<file path="src/rtl/fpcc_pkg.sv">
package fpcc_pkg;

    localparam int OPF_W   = 9;
    localparam int OPND_W  = 64;
    localparam int STAT_W  = 32;
    localparam int CC_W    = 2;
    localparam int CC_LO   = 10;
    localparam int CC_HI   = CC_LO + CC_W - 1;

    localparam int SGL_EXP_W = 8;
    localparam int SGL_MAN_W = 23;
    localparam int DBL_EXP_W = 11;
    localparam int DBL_MAN_W = 52;
    localparam int SGL_W     = SGL_EXP_W + SGL_MAN_W + 1;
    localparam int DBL_W     = DBL_EXP_W + DBL_MAN_W + 1;

    localparam logic [OPF_W-1:0] OPF_QCMP_S = 9'h051;
    localparam logic [OPF_W-1:0] OPF_QCMP_D = 9'h052;
    localparam logic [OPF_W-1:0] OPF_XCMP_S = 9'h055;
    localparam logic [OPF_W-1:0] OPF_XCMP_D = 9'h056;

    typedef enum logic [CC_W-1:0] {
        CC_EQ = 2'd0,
        CC_LT = 2'd1,
        CC_GT = 2'd2,
        CC_UN = 2'd3
    } cc_e;

    typedef struct packed {
        logic known;
        logic dbl;
        logic signalling;
    } op_kind_t;

    typedef struct packed {
        logic nan;
        cc_e  cc;
    } cmp_res_t;

    function automatic op_kind_t decode_opf(input logic [OPF_W-1:0] opf);
        op_kind_t k;
        k = '0;
        unique case (opf)
            OPF_QCMP_S: k = '{known: 1'b1, dbl: 1'b0, signalling: 1'b0};
            OPF_QCMP_D: k = '{known: 1'b1, dbl: 1'b1, signalling: 1'b0};
            OPF_XCMP_S: k = '{known: 1'b1, dbl: 1'b0, signalling: 1'b1};
            OPF_XCMP_D: k = '{known: 1'b1, dbl: 1'b1, signalling: 1'b1};
            default:    k = '0;
        endcase
        return k;
    endfunction

    function automatic logic [STAT_W-1:0] merge_cc(input logic [STAT_W-1:0] st,
                                                   input cc_e cc);
        logic [STAT_W-1:0] r;
        r = st;
        r[CC_HI:CC_LO] = cc;
        return r;
    endfunction

endpackage

</file>
<file path="src/rtl/fpcc_decode.sv">
module fpcc_decode
    import fpcc_pkg::*;
(
    input  logic [OPF_W-1:0] opf_i,
    output op_kind_t         kind_o
);
    always_comb begin
        kind_o = decode_opf(opf_i);
    end

    always_comb begin
        if (kind_o.dbl || kind_o.signalling)
            assert_kind_known_R6: assert (kind_o.known);
    end
endmodule

</file>
<file path="src/rtl/fpcc_order.sv">
module fpcc_order
    import fpcc_pkg::*;
#(
    parameter int EXP_W = 8,
    parameter int MAN_W = 23,
    localparam int W    = EXP_W + MAN_W + 1
) (
    input  logic [W-1:0] a_i,
    input  logic [W-1:0] b_i,
    output cmp_res_t     res_o
);
    logic             sgn_a, sgn_b;
    logic [W-2:0]     mag_a, mag_b;
    logic             nan_a, nan_b;
    logic             zero_both;
    logic             mag_lt;
    logic             a_less;

    assign sgn_a = a_i[W-1];
    assign sgn_b = b_i[W-1];
    assign mag_a = a_i[W-2:0];
    assign mag_b = b_i[W-2:0];
    assign nan_a = (&a_i[W-2:MAN_W]) && (|a_i[MAN_W-1:0]);
    assign nan_b = (&b_i[W-2:MAN_W]) && (|b_i[MAN_W-1:0]);
    assign zero_both = (mag_a == '0) && (mag_b == '0);
    assign mag_lt = mag_a < mag_b;

    always_comb begin
        if (sgn_a != sgn_b) a_less = sgn_a;
        else if (sgn_a)     a_less = !mag_lt;
        else                a_less = mag_lt;
    end

    always_comb begin
        res_o.nan = nan_a || nan_b;
        if (nan_a || nan_b)                   res_o.cc = CC_UN;
        else if (zero_both || (a_i == b_i))   res_o.cc = CC_EQ;
        else if (a_less)                      res_o.cc = CC_LT;
        else                                  res_o.cc = CC_GT;
    end

    always_comb begin
        if (zero_both)
            assert_signed_zero_equal_R7: assert (res_o.cc == CC_EQ);
        if (res_o.cc == CC_UN)
            assert_unordered_only_nan_R3: assert (nan_a || nan_b);
    end
endmodule

</file>
<file path="src/rtl/fpcc_unit.sv">
module fpcc_unit
    import fpcc_pkg::*;
(
    input  logic              clk,
    input  logic              rst,
    input  logic              valid_i,
    input  logic [8:0]        opf_i,
    input  logic [63:0]       src_a_i,
    input  logic [63:0]       src_b_i,
    input  logic [31:0]       status_i,
    output logic [31:0]       status_o,
    output logic [1:0]        cc_o,
    output logic              done_o,
    output logic              trap_invalid_o,
    output logic              illegal_o
);
    localparam int NFMT = 2;

    op_kind_t  kind;
    cmp_res_t  fmt_res [NFMT];
    cmp_res_t  sel_res;
    logic      do_trap;
    logic      do_write;

    fpcc_decode u_dec (
        .opf_i  (opf_i),
        .kind_o (kind)
    );

    for (genvar g = 0; g < NFMT; g++) begin : g_fmt
        localparam int EW = (g == 0) ? SGL_EXP_W : DBL_EXP_W;
        localparam int MW = (g == 0) ? SGL_MAN_W : DBL_MAN_W;
        localparam int FW = EW + MW + 1;
        fpcc_order #(.EXP_W(EW), .MAN_W(MW)) u_ord (
            .a_i   (src_a_i[FW-1:0]),
            .b_i   (src_b_i[FW-1:0]),
            .res_o (fmt_res[g])
        );
    end

    assign sel_res  = kind.dbl ? fmt_res[1] : fmt_res[0];
    assign do_trap  = kind.known && kind.signalling && sel_res.nan;
    assign do_write = kind.known && !do_trap;

    always_ff @(posedge clk) begin
        if (rst) begin
            status_o       <= '0;
            cc_o           <= '0;
            done_o         <= 1'b0;
            trap_invalid_o <= 1'b0;
            illegal_o      <= 1'b0;
        end else begin
            done_o <= valid_i;
            if (valid_i) begin
                trap_invalid_o <= do_trap;
                illegal_o      <= !kind.known;
                if (do_write) begin
                    cc_o     <= sel_res.cc;
                    status_o <= merge_cc(status_i, sel_res.cc);
                end else begin
                    status_o <= status_i;
                end
            end
        end
    end

    assert_done_latency_R9: assert property (@(posedge clk) disable iff (rst)
        valid_i |=> done_o);

    assert_done_pulse_R9: assert property (@(posedge clk) disable iff (rst)
        !valid_i |=> !done_o);

    assert_hold_idle_R9: assert property (@(posedge clk) disable iff (rst)
        !valid_i |=> ($stable(status_o) && $stable(cc_o)));

    assert_flags_exclusive_R6: assert property (@(posedge clk) disable iff (rst)
        $countones({trap_invalid_o, illegal_o}) <= 1);

    assert_trap_no_update_R4: assert property (@(posedge clk) disable iff (rst)
        (done_o && trap_invalid_o) |-> (status_o == $past(status_i) && $stable(cc_o)));

    assert_illegal_no_update_R6: assert property (@(posedge clk) disable iff (rst)
        (done_o && illegal_o) |-> (status_o == $past(status_i) && $stable(cc_o)));

    assert_merge_field_R5: assert property (@(posedge clk) disable iff (rst)
        (done_o && !trap_invalid_o && !illegal_o) |->
            (status_o[11:10] == cc_o &&
             status_o[31:12] == $past(status_i[31:12]) &&
             status_o[9:0]   == $past(status_i[9:0])));
endmodule

</file>
<file path="config.mk">
export PLATFORM = sky130hd
export DESIGN_NAME = fpcc_unit
export DESIGN_NICKNAME = d
export VERILOG_FILES = /design/src/rtl/fpcc_pkg.sv /design/src/rtl/fpcc_decode.sv /design/src/rtl/fpcc_order.sv /design/src/rtl/fpcc_unit.sv
export SDC_FILE = /design/constraint.sdc
export NUM_CORES = 1
export LEC_CHECK = 0
export ABC_CLOCK_PERIOD_IN_PS = 3400
export BUFFER_PORTS_ARGS = -buffer_cell sky130_fd_sc_hd__buf_2
export CORE_ASPECT_RATIO = 0.5
export CORE_MARGIN = 8
export CORE_UTILIZATION = 35
export CTS_BUF_LIST = sky130_fd_sc_hd__clkbuf_8
export CTS_CLUSTER_SIZE = 10
export DETAILED_ROUTE_END_ITERATION = 7
export HOLD_SLACK_MARGIN = 0.12
export PLACE_DENSITY = 0.69
export SLEW_MARGIN = 0
export SYNTH_ARGS = -nofsm -noshare
export SYNTH_HDL_FRONTEND = slang
export SYNTH_SLANG_ARGS = --single-unit
</file>
<file path="constraint.sdc">
create_clock -name clk -period 3.4 [get_ports clk]
set_input_delay 0.51 -clock clk [delete_from_list [all_inputs] [get_ports clk]]
set_output_delay 0.51 -clock clk [all_outputs]
set_load 0.005 [all_outputs]
</file>
==> summary.md <==
| Metric | Value |
|---|---|
| Final WL | `about 12000 µm` |
| H-Tree Depth | `2` |
| CP Depth | `9` |
| RSZ-0062 raised after global routing | `false` |
| Setup TNS | `0 ns` |
| Layout cell share with drive strength beyond 1 | `0.339` |
| Synthesized area | `3590 µm²` |
| Seq/Total Area, Yosys | `0.206` |
| Area growth syn-to-layout | `36.9%` |
| CTS tree | `yes` |
| Final #Nets | `approximately 900` |
| Reg area | `around 740 µm²` |
| Static Leak | `about 2.7 nW` |
| GR Util met2 | `0.304` |
| Fin. Hold Viols | `0` |
| Clk buf depth | `2` |
| Setup Buffers After CTS | `0` |
| Ant diodes | `0` |
| HP Start | `status_i[4]` |
| Most frequent cells in the layout | `208 x buf_2, 67 x inv_1, 63 x ha_1` |
| Worst r2r dst | `status_o[10]$_SDFFE_PP0P_` |
| Reg2reg path depth | `4` |
| CTS Sinks | `37` |
| Post-detailed-route wirelength per cell | `approximately 15 µm` |
| Flops & latches, synth | `37` |
| CP Launch Type | `primary input` |
| Largest net degree at the start of global routing | `36` |
| Worst skew pair latency | `between 0.2 and 0.3 ns` |
| Starting density of the core | `0.356` |
| HP Class | `primary input to register` |
| Worst path bufs/invs | `1` |
| Run status | `finished, final reports clean` |
| Number of global-route vias before repair | `about 4200` |
| Crit path max fanout | `5` |
| Clk slew on worst S/H paths | `0.08 ns` |
| First-pass GRT wire length | `roughly 20000 µm` |
| Synth cell types | `51` |
| Met1 Usage GRT | `0.209` |
| Routed vias | `roughly 4100` |
| Reg2reg setup slack | `about 2.3 ns` |
| Core area | `roughly 10000 µm²` |
| Initial antenna violation count | `1` |
| CP Data Required Time | `between 3 and 4 ns` |
| Post-route ant nets | `0` |
| Resized cells post-CTS | `0` |
| Die area | `between 10000 and 15000 µm²` |
| Worst setup endpoint | `cc_o[0]$_SDFFE_PP0P_` |
| I/O pins | `around 210` |
| Avg Synthesized Cell Area | `around 8 µm²` |
| Multi-input logic area | `2560 µm²` |
| Final period util | `0.839` |
| Die X | `around 160 µm` |
| Max cap viols | `0` |
| IO Port Bufs | `~210` |
| Die H | `around 90 µm` |
| Leading cell type in the layout, fill and taps excluded | `buf_2` |
| Tot GR Track Use | `0.169` |
| Critical setup path kind | `primary input to register` |
| Routability Congestion | `~0.9` |
| Primary FF master, synth | `dfxtp_1` |
| Fin crit period | `around 2.9 ns` |
| Fill count | `1052` |
| CP Capture Type | `register` |
| Worst Tran Pin Value | `0.678 ns` |
| Crit path max-delay family | `simple AND/OR/NAND/NOR gates` |
| Most frequent CP cell | `nor4_1` |
| Met3 GRT Util | `0.0408` |
| Initial drt markers | `between 150 and 200` |
| Pre-antenna DRT Iters | `4` |
| Arr. time, crit path | `3.06 ns` |
| Cts bufs inserted | `5` |
| Worst VDD drop | `~410 µV` |
| Post-Syn Nets | `695` |
| GR peak layer | `met2` |
| Cells along the critical path | `buf_2 > nor4_1 > nand4_1 > nor4_1 > o22ai_1 > and2_1 > nor4_1 > a311oi_1 > a22oi_1` |
| Cells after Synth | `460` |
| Worst r2r src | `status_o[10]$_SDFFE_PP0P_` |
| Post-route total power | `1.27 mW` |
| Post-synth EDFFs | `0` |
| Vias per cell | `around 5.1` |
| Slew Limit Headroom | `0.544` |
| Post-DP HPWL | `around 11000 µm` |
| Post-route DRC violation count | `0` |
| CP startpoint | `src_b_i[5]` |
| PD cells | `about 260 nW/µm²` |
| Setup Skew | `0 ns` |
| Fmax | `351 MHz` |
| Critical Path Max Stage Delay | `roughly 0.61 ns` |
| Final setup fails | `0` |
| Slew Viols, Final | `0` |
| Post-CTS Hold Fix Bufs | `0` |
| CP max stage cell | `nor4_1` |
| Remaining Overflow, GRT | `0` |
| Num rows | `26` |
| Async S/R FF share, synth | `0` |
| Ys Warns | `0` |
| CTS root buffer | `clkbuf_8` |
==> worst min path at each step <==
stage / to / slack (ns) / depth (start not counted)
2_1_floorplan: trap_invalid_o$_SDFFE_PP0P_ / 0.46 / 2
3_3_place_gp: trap_invalid_o$_SDFFE_PP0P_ / 0.45 / 2
3_5_place_dp: trap_invalid_o$_SDFFE_PP0P_ / 0.45 / 2
4_1_cts: status_o[4]$_SDFFE_PP0P_ / 0.45 / 3
5_1_grt: status_o[26]$_SDFFE_PP0P_ / 0.46 / 3
6_report: status_o[4]$_SDFFE_PP0P_ / 0.46 / 3
==> registers in the layout, summed over array words and instances, names as in the netlist <==
register and cells:
cc_o 2, done_o 1, illegal_o 1, status_o 32
trap_invalid_o 1
==> tightest hold or removal path, stage by stage <==
cell and delay, ns:
buf_2 0.07, mux2i_1 0.05, nor2_1 0.07
==> kinds of logic (layout without fill, tap and decap cells) <==
group | after synthesis | after routing | synth area share
AO/OA/AOI/OAI | 74 | 74 | 0.139
adder cells (fa/ha/maj) | 63 | 63 | 0.220
multiplexers | 30 | 30 | 0.0837
flip-flops | 37 | 37 | 0.206
AND/OR/NAND/NOR | 179 | 179 | 0.270
XOR/XNOR | 1 | 1 | 0.00244
buffers and inverters | 76 | 286 | 0.0795
==> cell type report <==
class	count	share of cell area
multi-input cells	347	0.522
clock inverters	2	0.00764
flip-flops and latches	37	0.151
well taps	140	0.0357
inverters	67	0.0512
repair buffers	211	0.216
clock buffers	6	0.0168
==> Yosys cell counts (3+ instances only) <==
master	count	area, µm²
inv_1	67	251
ha_1	63	788
nor2_1	48	180
dfxtp_1	37	741
nor4_1	36	225
mux2i_1	30	300
nand4_1	29	181
a21oi_1	27	135
nand2_1	25	93.8
nand3_1	11	55.1
o21ai_0	11	55.1
clkbuf_1	9	33.8
nor3_1	5	25.0
a22oi_1	4	30.0
a211oi_1	3	22.5
a21o_1	3	22.5
a221oi_1	3	26.3
a31oi_1	3	18.8
and3_1	3	18.8
nand2b_1	3	18.8
==> per-layer routing <==
metal | part of all wire | wire length, µm
met1 | 0.45 | 5580
met2 | 0.49 | 6040
met3 | 0.058 | 725
met4 | 0.0063 | 78
met5 | 0.00080 | 10
==> per-stage QoR <==
step	util	cell area, µm²	cells	hold slack (ns)	worst slack [ns]
detailed placement	0.475	4790	802	0.455	0.372
floorplan	-	3590	460	0.457	0.710
finish	0.487	4910	810	0.459	0.547
global placement	0.475	4790	802	0.451	0.351
global route	0.487	4910	810	0.459	0.423
CTS	0.487	4910	810	0.453	0.644
==> where the power goes <==
group | total (mW) | switching (mW) | internal (mW)
sequential | 0.468 | 0.0110 | 0.457
combinational | 0.411 | 0.215 | 0.196
clock | 0.391 | 0.153 | 0.238
total | 1.27 | 0.379 | 0.892
(Power assumes the default switching activity.)
